`src/rtl/dsadc_pkg.sv`:
```
package dsadc_pkg;

    typedef enum logic [1:0] {
        PH_IDLE  = 2'd0,
        PH_AZERO = 2'd1,
        PH_INTEG = 2'd2,
        PH_DEINT = 2'd3
    } phase_e;

endpackage

```
`src/rtl/dsadc_sync.sv`:
```
module dsadc_sync #(
    parameter int STAGES = 2
) (
    input  logic clk,
    input  logic rst_n,
    input  logic din,
    output logic dout
);

    logic [STAGES-1:0] sync_d, sync_q;

    generate
        if (STAGES == 1) begin : g_single
            always_comb sync_d = din;
        end else begin : g_chain
            always_comb sync_d = {sync_q[STAGES-2:0], din};
        end
    endgenerate

    always_ff @(posedge clk or negedge rst_n) begin
        if (!rst_n) sync_q <= '0;
        else        sync_q <= sync_d;
    end

    assign dout = sync_q[STAGES-1];

endmodule

```
`src/rtl/dsadc_counter.sv`:
```
// Shared phase counter: W bits of count plus a carry-out that marks the wrap.
module dsadc_counter #(
    parameter int W = 14
) (
    input  logic         clk,
    input  logic         rst_n,
    input  logic         clr,
    input  logic         inc,
    output logic [W-1:0] count,
    output logic         carry
);

    logic [W-1:0] cnt_d, cnt_q;

    always_comb begin
        cnt_d = cnt_q;
        if (clr)      cnt_d = '0;
        else if (inc) cnt_d = cnt_q + 1'b1;
    end

    always_ff @(posedge clk or negedge rst_n) begin
        if (!rst_n) cnt_q <= '0;
        else        cnt_q <= cnt_d;
    end

    assign count = cnt_q;
    assign carry = inc & (&cnt_q);

endmodule

```
`src/rtl/dsadc_switch_dec.sv`:
```
module dsadc_switch_dec
    import dsadc_pkg::*;
(
    input  phase_e phase,
    input  logic   sign_lat,
    output logic   sw_azero,
    output logic   sw_input,
    output logic   sw_ref_full,
    output logic   sw_ref_gnd
);

    always_comb begin
        sw_azero    = 1'b0;
        sw_input    = 1'b0;
        sw_ref_full = 1'b0;
        sw_ref_gnd  = 1'b0;
        unique case (phase)
            PH_AZERO: sw_azero = 1'b1;
            PH_INTEG: sw_input = 1'b1;
            PH_DEINT: begin
                // integrator above mid-scale is pulled down by ground, below by full scale
                if (sign_lat) sw_ref_gnd  = 1'b1;
                else          sw_ref_full = 1'b1;
            end
            default: ;
        endcase
    end

endmodule

```
`src/rtl/dsadc_fsm.sv`:
```
module dsadc_fsm
    import dsadc_pkg::*;
#(
    parameter int RES_BITS  = 14,
    parameter int AZ_CYCLES = 100
) (
    input  logic                clk,
    input  logic                rst_n,
    input  logic                start_en,
    input  logic                cmp_s,
    input  logic [RES_BITS-1:0] cnt,
    input  logic                carry,
    output logic                cnt_clr,
    output logic                cnt_inc,
    output phase_e              phase,
    output logic                sign_lat,
    output logic                done,
    output logic [RES_BITS-1:0] result,
    output logic                sign
);

    localparam logic [RES_BITS-1:0] AZ_LAST  = RES_BITS'(AZ_CYCLES - 1);
    localparam logic [RES_BITS-1:0] FULL_SCL = '1;

    typedef struct packed {
        phase_e              phase;
        logic                sign_lat;
        logic                done;
        logic [RES_BITS-1:0] result;
        logic                sign;
    } seq_state_t;

    seq_state_t st_d, st_q;
    logic       finish;
    logic [RES_BITS-1:0] capture;

    always_comb begin
        st_d      = st_q;
        st_d.done = 1'b0;
        cnt_clr   = 1'b0;
        cnt_inc   = 1'b0;
        finish    = 1'b0;
        capture   = cnt;
        unique case (st_q.phase)
            PH_IDLE: begin
                cnt_clr = 1'b1;
                if (start_en) st_d.phase = PH_AZERO;
            end
            PH_AZERO: begin
                if (cnt == AZ_LAST) begin
                    cnt_clr    = 1'b1;
                    st_d.phase = PH_INTEG;
                end else begin
                    cnt_inc = 1'b1;
                end
            end
            PH_INTEG: begin
                cnt_inc = 1'b1;
                if (carry) begin
                    cnt_clr       = 1'b1;
                    st_d.phase    = PH_DEINT;
                    st_d.sign_lat = cmp_s;
                end
            end
            PH_DEINT: begin
                cnt_inc = 1'b1;
                if (cmp_s != st_q.sign_lat) begin
                    finish  = 1'b1;
                    capture = cnt;
                end else if (carry) begin
                    finish  = 1'b1;
                    capture = FULL_SCL;
                end
            end
            default: st_d.phase = PH_IDLE;
        endcase

        if (finish) begin
            cnt_clr     = 1'b1;
            st_d.done   = 1'b1;
            st_d.result = capture;
            st_d.sign   = st_q.sign_lat;
            st_d.phase  = start_en ? PH_AZERO : PH_IDLE;
        end
    end

    always_ff @(posedge clk or negedge rst_n) begin
        if (!rst_n) begin
            st_q.phase    <= PH_IDLE;
            st_q.sign_lat <= 1'b0;
            st_q.done     <= 1'b0;
            st_q.result   <= '0;
            st_q.sign     <= 1'b0;
        end else begin
            st_q <= st_d;
        end
    end

    assign phase    = st_q.phase;
    assign sign_lat = st_q.sign_lat;
    assign done     = st_q.done;
    assign result   = st_q.result;
    assign sign     = st_q.sign;

    AST_INT_STARTS_AT_ZERO: assert property (@(posedge clk) disable iff (!rst_n)
        (st_q.phase == PH_INTEG && $past(st_q.phase) == PH_AZERO) |-> (cnt == '0));

    AST_SIGN_FROZEN: assert property (@(posedge clk) disable iff (!rst_n)
        (st_q.phase == PH_DEINT && $past(st_q.phase) == PH_DEINT) |-> $stable(st_q.sign_lat));

    AST_DONE_AFTER_RUNDOWN: assert property (@(posedge clk) disable iff (!rst_n)
        st_q.done |-> ($past(st_q.phase) == PH_DEINT));

    AST_DONE_SINGLE: assert property (@(posedge clk) disable iff (!rst_n)
        st_q.done |=> !st_q.done);

    AST_RESULT_HELD: assert property (@(posedge clk) disable iff (!rst_n)
        !st_q.done |-> ($stable(st_q.result) && $stable(st_q.sign)));

    AST_TIMEOUT_FULL: assert property (@(posedge clk) disable iff (!rst_n)
        (st_q.done && $past(cnt) == FULL_SCL && $past(cmp_s) == $past(st_q.sign_lat))
        |-> (st_q.result == FULL_SCL));

    AST_PARK_IDLE: assert property (@(posedge clk) disable iff (!rst_n)
        (st_q.phase == PH_IDLE && !start_en) |=> (st_q.phase == PH_IDLE));

endmodule

```
`src/rtl/dsadc_sequencer.sv`:
```
module dsadc_sequencer
    import dsadc_pkg::*;
#(
    parameter int RES_BITS    = 14,
    parameter int AZ_CYCLES   = 100,
    parameter int SYNC_STAGES = 2
) (
    input  logic                clk,
    input  logic                rst_n,
    input  logic                start_en,
    input  logic                cmp_in,
    output logic                sw_azero,
    output logic                sw_input,
    output logic                sw_ref_full,
    output logic                sw_ref_gnd,
    output logic                done,
    output logic [RES_BITS-1:0] result,
    output logic                sign
);

    logic                cmp_s;
    logic [RES_BITS-1:0] cnt;
    logic                carry;
    logic                cnt_clr;
    logic                cnt_inc;
    phase_e              phase;
    logic                sign_lat;

    dsadc_sync #(.STAGES(SYNC_STAGES)) i_sync (
        .clk   (clk),
        .rst_n (rst_n),
        .din   (cmp_in),
        .dout  (cmp_s)
    );

    dsadc_counter #(.W(RES_BITS)) i_counter (
        .clk   (clk),
        .rst_n (rst_n),
        .clr   (cnt_clr),
        .inc   (cnt_inc),
        .count (cnt),
        .carry (carry)
    );

    dsadc_fsm #(.RES_BITS(RES_BITS), .AZ_CYCLES(AZ_CYCLES)) i_fsm (
        .clk      (clk),
        .rst_n    (rst_n),
        .start_en (start_en),
        .cmp_s    (cmp_s),
        .cnt      (cnt),
        .carry    (carry),
        .cnt_clr  (cnt_clr),
        .cnt_inc  (cnt_inc),
        .phase    (phase),
        .sign_lat (sign_lat),
        .done     (done),
        .result   (result),
        .sign     (sign)
    );

    dsadc_switch_dec i_swdec (
        .phase       (phase),
        .sign_lat    (sign_lat),
        .sw_azero    (sw_azero),
        .sw_input    (sw_input),
        .sw_ref_full (sw_ref_full),
        .sw_ref_gnd  (sw_ref_gnd)
    );

    AST_ONE_SWITCH: assert property (@(posedge clk) disable iff (!rst_n)
        $onehot0({sw_azero, sw_input, sw_ref_full, sw_ref_gnd}));

    AST_AZ_THEN_INT: assert property (@(posedge clk) disable iff (!rst_n)
        $fell(sw_azero) |-> sw_input);

    AST_INT_THEN_REF: assert property (@(posedge clk) disable iff (!rst_n)
        $fell(sw_input) |-> (sw_ref_full || sw_ref_gnd));

endmodule

```
`config.mk`:
```
export PLATFORM = sky130hd
export DESIGN_NAME = dsadc_sequencer
export DESIGN_NICKNAME = d
export VERILOG_FILES = /design/src/rtl/dsadc_pkg.sv /design/src/rtl/dsadc_sync.sv /design/src/rtl/dsadc_counter.sv /design/src/rtl/dsadc_switch_dec.sv /design/src/rtl/dsadc_fsm.sv /design/src/rtl/dsadc_sequencer.sv
export SDC_FILE = /design/constraint.sdc
export NUM_CORES = 1
export LEC_CHECK = 0
export ABC_CLOCK_PERIOD_IN_PS = 2600
export BUFFER_PORTS_ARGS = -buffer_cell sky130_fd_sc_hd__buf_2
export CAP_MARGIN = 0
export CORE_ASPECT_RATIO = 0.6
export CORE_MARGIN = 1.5
export CORE_UTILIZATION = 50
export CTS_BUF_LIST = sky130_fd_sc_hd__clkbuf_4 sky130_fd_sc_hd__clkbuf_8
export CTS_CLUSTER_DIAMETER = 120
export DETAILED_ROUTE_END_ITERATION = 6
export PLACE_DENSITY = 0.75
export SLEW_MARGIN = 0
export SYNTH_ARGS = -nofsm -noshare
export SYNTH_HDL_FRONTEND = slang
export SYNTH_SLANG_ARGS = --single-unit
```
`constraint.sdc`:
```
create_clock -name clk -period 2.6 [get_ports clk]
set_input_delay 0 -clock clk [delete_from_list [all_inputs] [get_ports clk]]
set_output_delay 0 -clock clk [all_outputs]
set_load 0.02 [all_outputs]
```
==> results.sh <==
export IMPL_synth_area_leaders="dfrtp_1 (52%), o22a_1 (6.2%), xor2_1 (4.7%), nor2_1 (4.0%), ha_1 (3.7%)"
export IMPL_dr_total_vias=1308
export IMPL_grt_pass1_vias=1250
export IMPL_path_cells="ha_1 -> nor3_1 -> or4_4 -> o21ai_4 -> mux2_2"
export IMPL_syn_num_nets=162
export IMPL_tns_ps=0
export IMPL_crit_path_end_kind="flip-flop"
export IMPL_cts_tree="built"
export IMPL_cp_max_fo=10
export IMPL_clockBufferDepth=2
export IMPL_crit_slowest_cell="or4_4"
export IMPL_worstPathRequired_ps=2770
export IMPL_htree_levels=2
export IMPL_crit_arrival_ps=2560
export IMPL_grt_use_total=0.2207
export IMPL_yosysUniqueCellTypes=39
export IMPL_initial_core_util=0.5224
export IMPL_rsz0062_at_grt="false"
export IMPL_yosysMostFrequentCell="dfrtp_1"
export IMPL_cp_slowest_stage_delay_ps=560
export IMPL_worst_path_buf_inv=0
export IMPL_run_status="complete, no violations"
export IMPL_synth_warnings=0
export IMPL_nets=195
export IMPL_remaining_drc_errors=0
export IMPL_overflow=0
export IMPL_vias_per_cell=5.638
export IMPL_clock_skew_ps=6.008
export IMPL_detail_route_wl_per_cell_um=16.34
export IMPL_powerDensity_nw_per_um2=1089
export IMPL_maxCapViolCount=0
export IMPL_yosysTopAreaCellShare=0.5170
export IMPL_port_buffers=23
export IMPL_crit_type="reg2reg"
export IMPL_synth_seq_cells=35
export IMPL_dp_cells=221
export IMPL_insertion_delay_ps=290
export IMPL_grt_pass1_wl_um=6030
export IMPL_p_leak_nw=0.9360
export IMPL_grt_max_degree=36
export IMPL_layout_drive_gt1_share=0.2513
export IMPL_synthArstFlopShare=1.000
export IMPL_finalHoldViolCount=0
export IMPL_ys_flop_type="dfrtp_1"
export IMPL_tightest_slew_ps=766.2
export IMPL_wirelength_um=3792
export IMPL_synth_area_leader_cell="dfrtp_1"
export IMPL_die_w_um=78.15
export IMPL_die_h_um=48.09
export IMPL_peakVddDrop_v=0.0004810
export IMPL_cts_sinks=35
export IMPL_setup_viol=0
export IMPL_path_delay_family="simple AND/OR/NAND/NOR gates"
export IMPL_cts_buffers=5
export IMPL_worstHoldPathType="in2async"
export IMPL_fin_cells=232
export IMPL_hpwl_um=2714
export IMPL_die_area_um2=3758
export IMPL_avgSynthCellArea_um2=11.07
export IMPL_yosys_top_cells_count="dfrtp_1 (35), nor2_1 (18), o22a_1 (12)"
export IMPL_io_pins=24
export IMPL_gp_congestion=0.8916
export IMPL_fin_crit_ps=2395
export IMPL_area_growth_pct=18.69
export IMPL_period_share=0.9212
export IMPL_synth_area_um2=1694
export IMPL_antenna_cells=0
export IMPL_finalMaxSlewViolations=0
export IMPL_first_pass_iters=4
export IMPL_synth_cells=153
export IMPL_synth_edff_count=0
export IMPL_cts_root_buf="clkbuf_8"
export IMPL_path_clk_slew_ps=70
export IMPL_fmax_ghz=0.4175
export IMPL_antenna_found_initial=0
export IMPL_core_um2=3243
export IMPL_drtIter0Drc=129
export IMPL_slew_headroom=0.4892
export IMPL_cts_resized=0
export IMPL_drtAntennaViolNets=0
export IMPL_rows=16
export IMPL_yosysSeqAreaShare=0.5170
export IMPL_start_kind="flip-flop"
## flip-flops by register name, indices dropped and copies added (netlist names)
| signal | flops |
|---|---|
| i_fsm.sign | 1 |
| i_fsm.sign_lat | 1 |
| i_fsm.phase | 2 |
| i_sync.sync_q | 2 |
| i_fsm.result | 14 |
| i_fsm.done | 1 |
| i_counter.count | 14 |
## where the power goes
part | switching [W] | leakage [nW] | internal (W) | total (W)
Combinational | 0.000584 | 0.430 | 0.000386 | 0.000970
Clock | 0.000187 | 0.0549 | 0.000252 | 0.000439
Sequential | 0.0000928 | 0.451 | 0.000687 | 0.000780
Total | 0.000863 | 0.936 | 0.00133 | 0.00219
## kinds of logic (layout without fill, tap and decap cells)
family                   after synthesis  in the layout  share of synthesized area
AND/OR/NAND/NOR                       57             57                     0.1780
flip-flops                            35             35                     0.5170
AO/OA/AOI/OAI                         26             26                     0.1322
XOR/XNOR                              14             14                    0.07238
buffers and inverters                 11             45                    0.03102
adder cells (fa/ha/maj)                5              5                    0.03693
multiplexers                           5              5                    0.03249
## per-stage QoR
stage          total power (W)  setup WS, ps  instance area (um^2)  hold slack [ps]    util
2_1_floorplan         0.001438         240.3                  1694           -295.6       -
3_3_place_gp          0.001695         381.7                  1877            94.52  0.5787
3_5_place_dp          0.001749         239.1                  1877            111.4  0.5787
5_1_grt               0.002323         68.69                  2011            363.2  0.6200
4_1_cts               0.002194         229.8                  2011            346.4  0.6200
6_report              0.002189         204.9                  2011            316.9  0.6200
## cell usage in the layout (no fill, tap or decap), drive strengths merged, types with 2 or more instances in the layout
master and instances:
nor4 2, nand3 3, nand2 9, clkbuf 8, and3 3, ha 5, nand4 5, mux2 4
a21oi 2, buf 29, nand2b 2, o311ai 2, and2 2, dlygate4sd3 3, dfrtp 35, o22a 12
xor2 9, nor4b 2, o21ai 3, nor2 18, xnor2 5, inv 5, nor3 5
## path summary, 6_finish.rpt
check,from,to,slack [ps],cells past startpoint
min in group clk,i_sync.sync_q[0],i_sync.sync_q[1],350,0
max reg2reg,i_fsm.phase[0],i_fsm.result[12],200,5
max,i_fsm.phase[0],i_fsm.result[12],200,5
max in group asynchronous,rst_n,i_fsm.result[13],1790,2
min,rst_n,i_counter.count[1],320,2
min reg2reg,i_sync.sync_q[0],i_sync.sync_q[1],350,0
## cell type report
| cell class | count | area, um^2 |
|---|---|---|
| fill | 275 | 1232 |
| inverter | 5 | 18.77 |
| multi-input combinational | 107 | 765.7 |
| sequential | 35 | 875.8 |
| tap | 45 | 56.30 |
| clock buffer | 8 | 103.9 |
| timing repair buffer | 32 | 190.2 |
## metal layers
metal | track usage | routed length, um
met5 | 0 | 0
met4 | 0.08571 | 44
met3 | 0.05421 | 210
met2 | 0.3548 | 1765
met1 | 0.3014 | 1772
## timing repair
| item | 4_1_cts | 5_1_grt |
|---|---|---|
| hold endpoints to repair | 37 | 0 |
| hold buffers | 3 | 0 |
| setup buffers | 0 | 0 |
(Power assumes the default switching activity.)
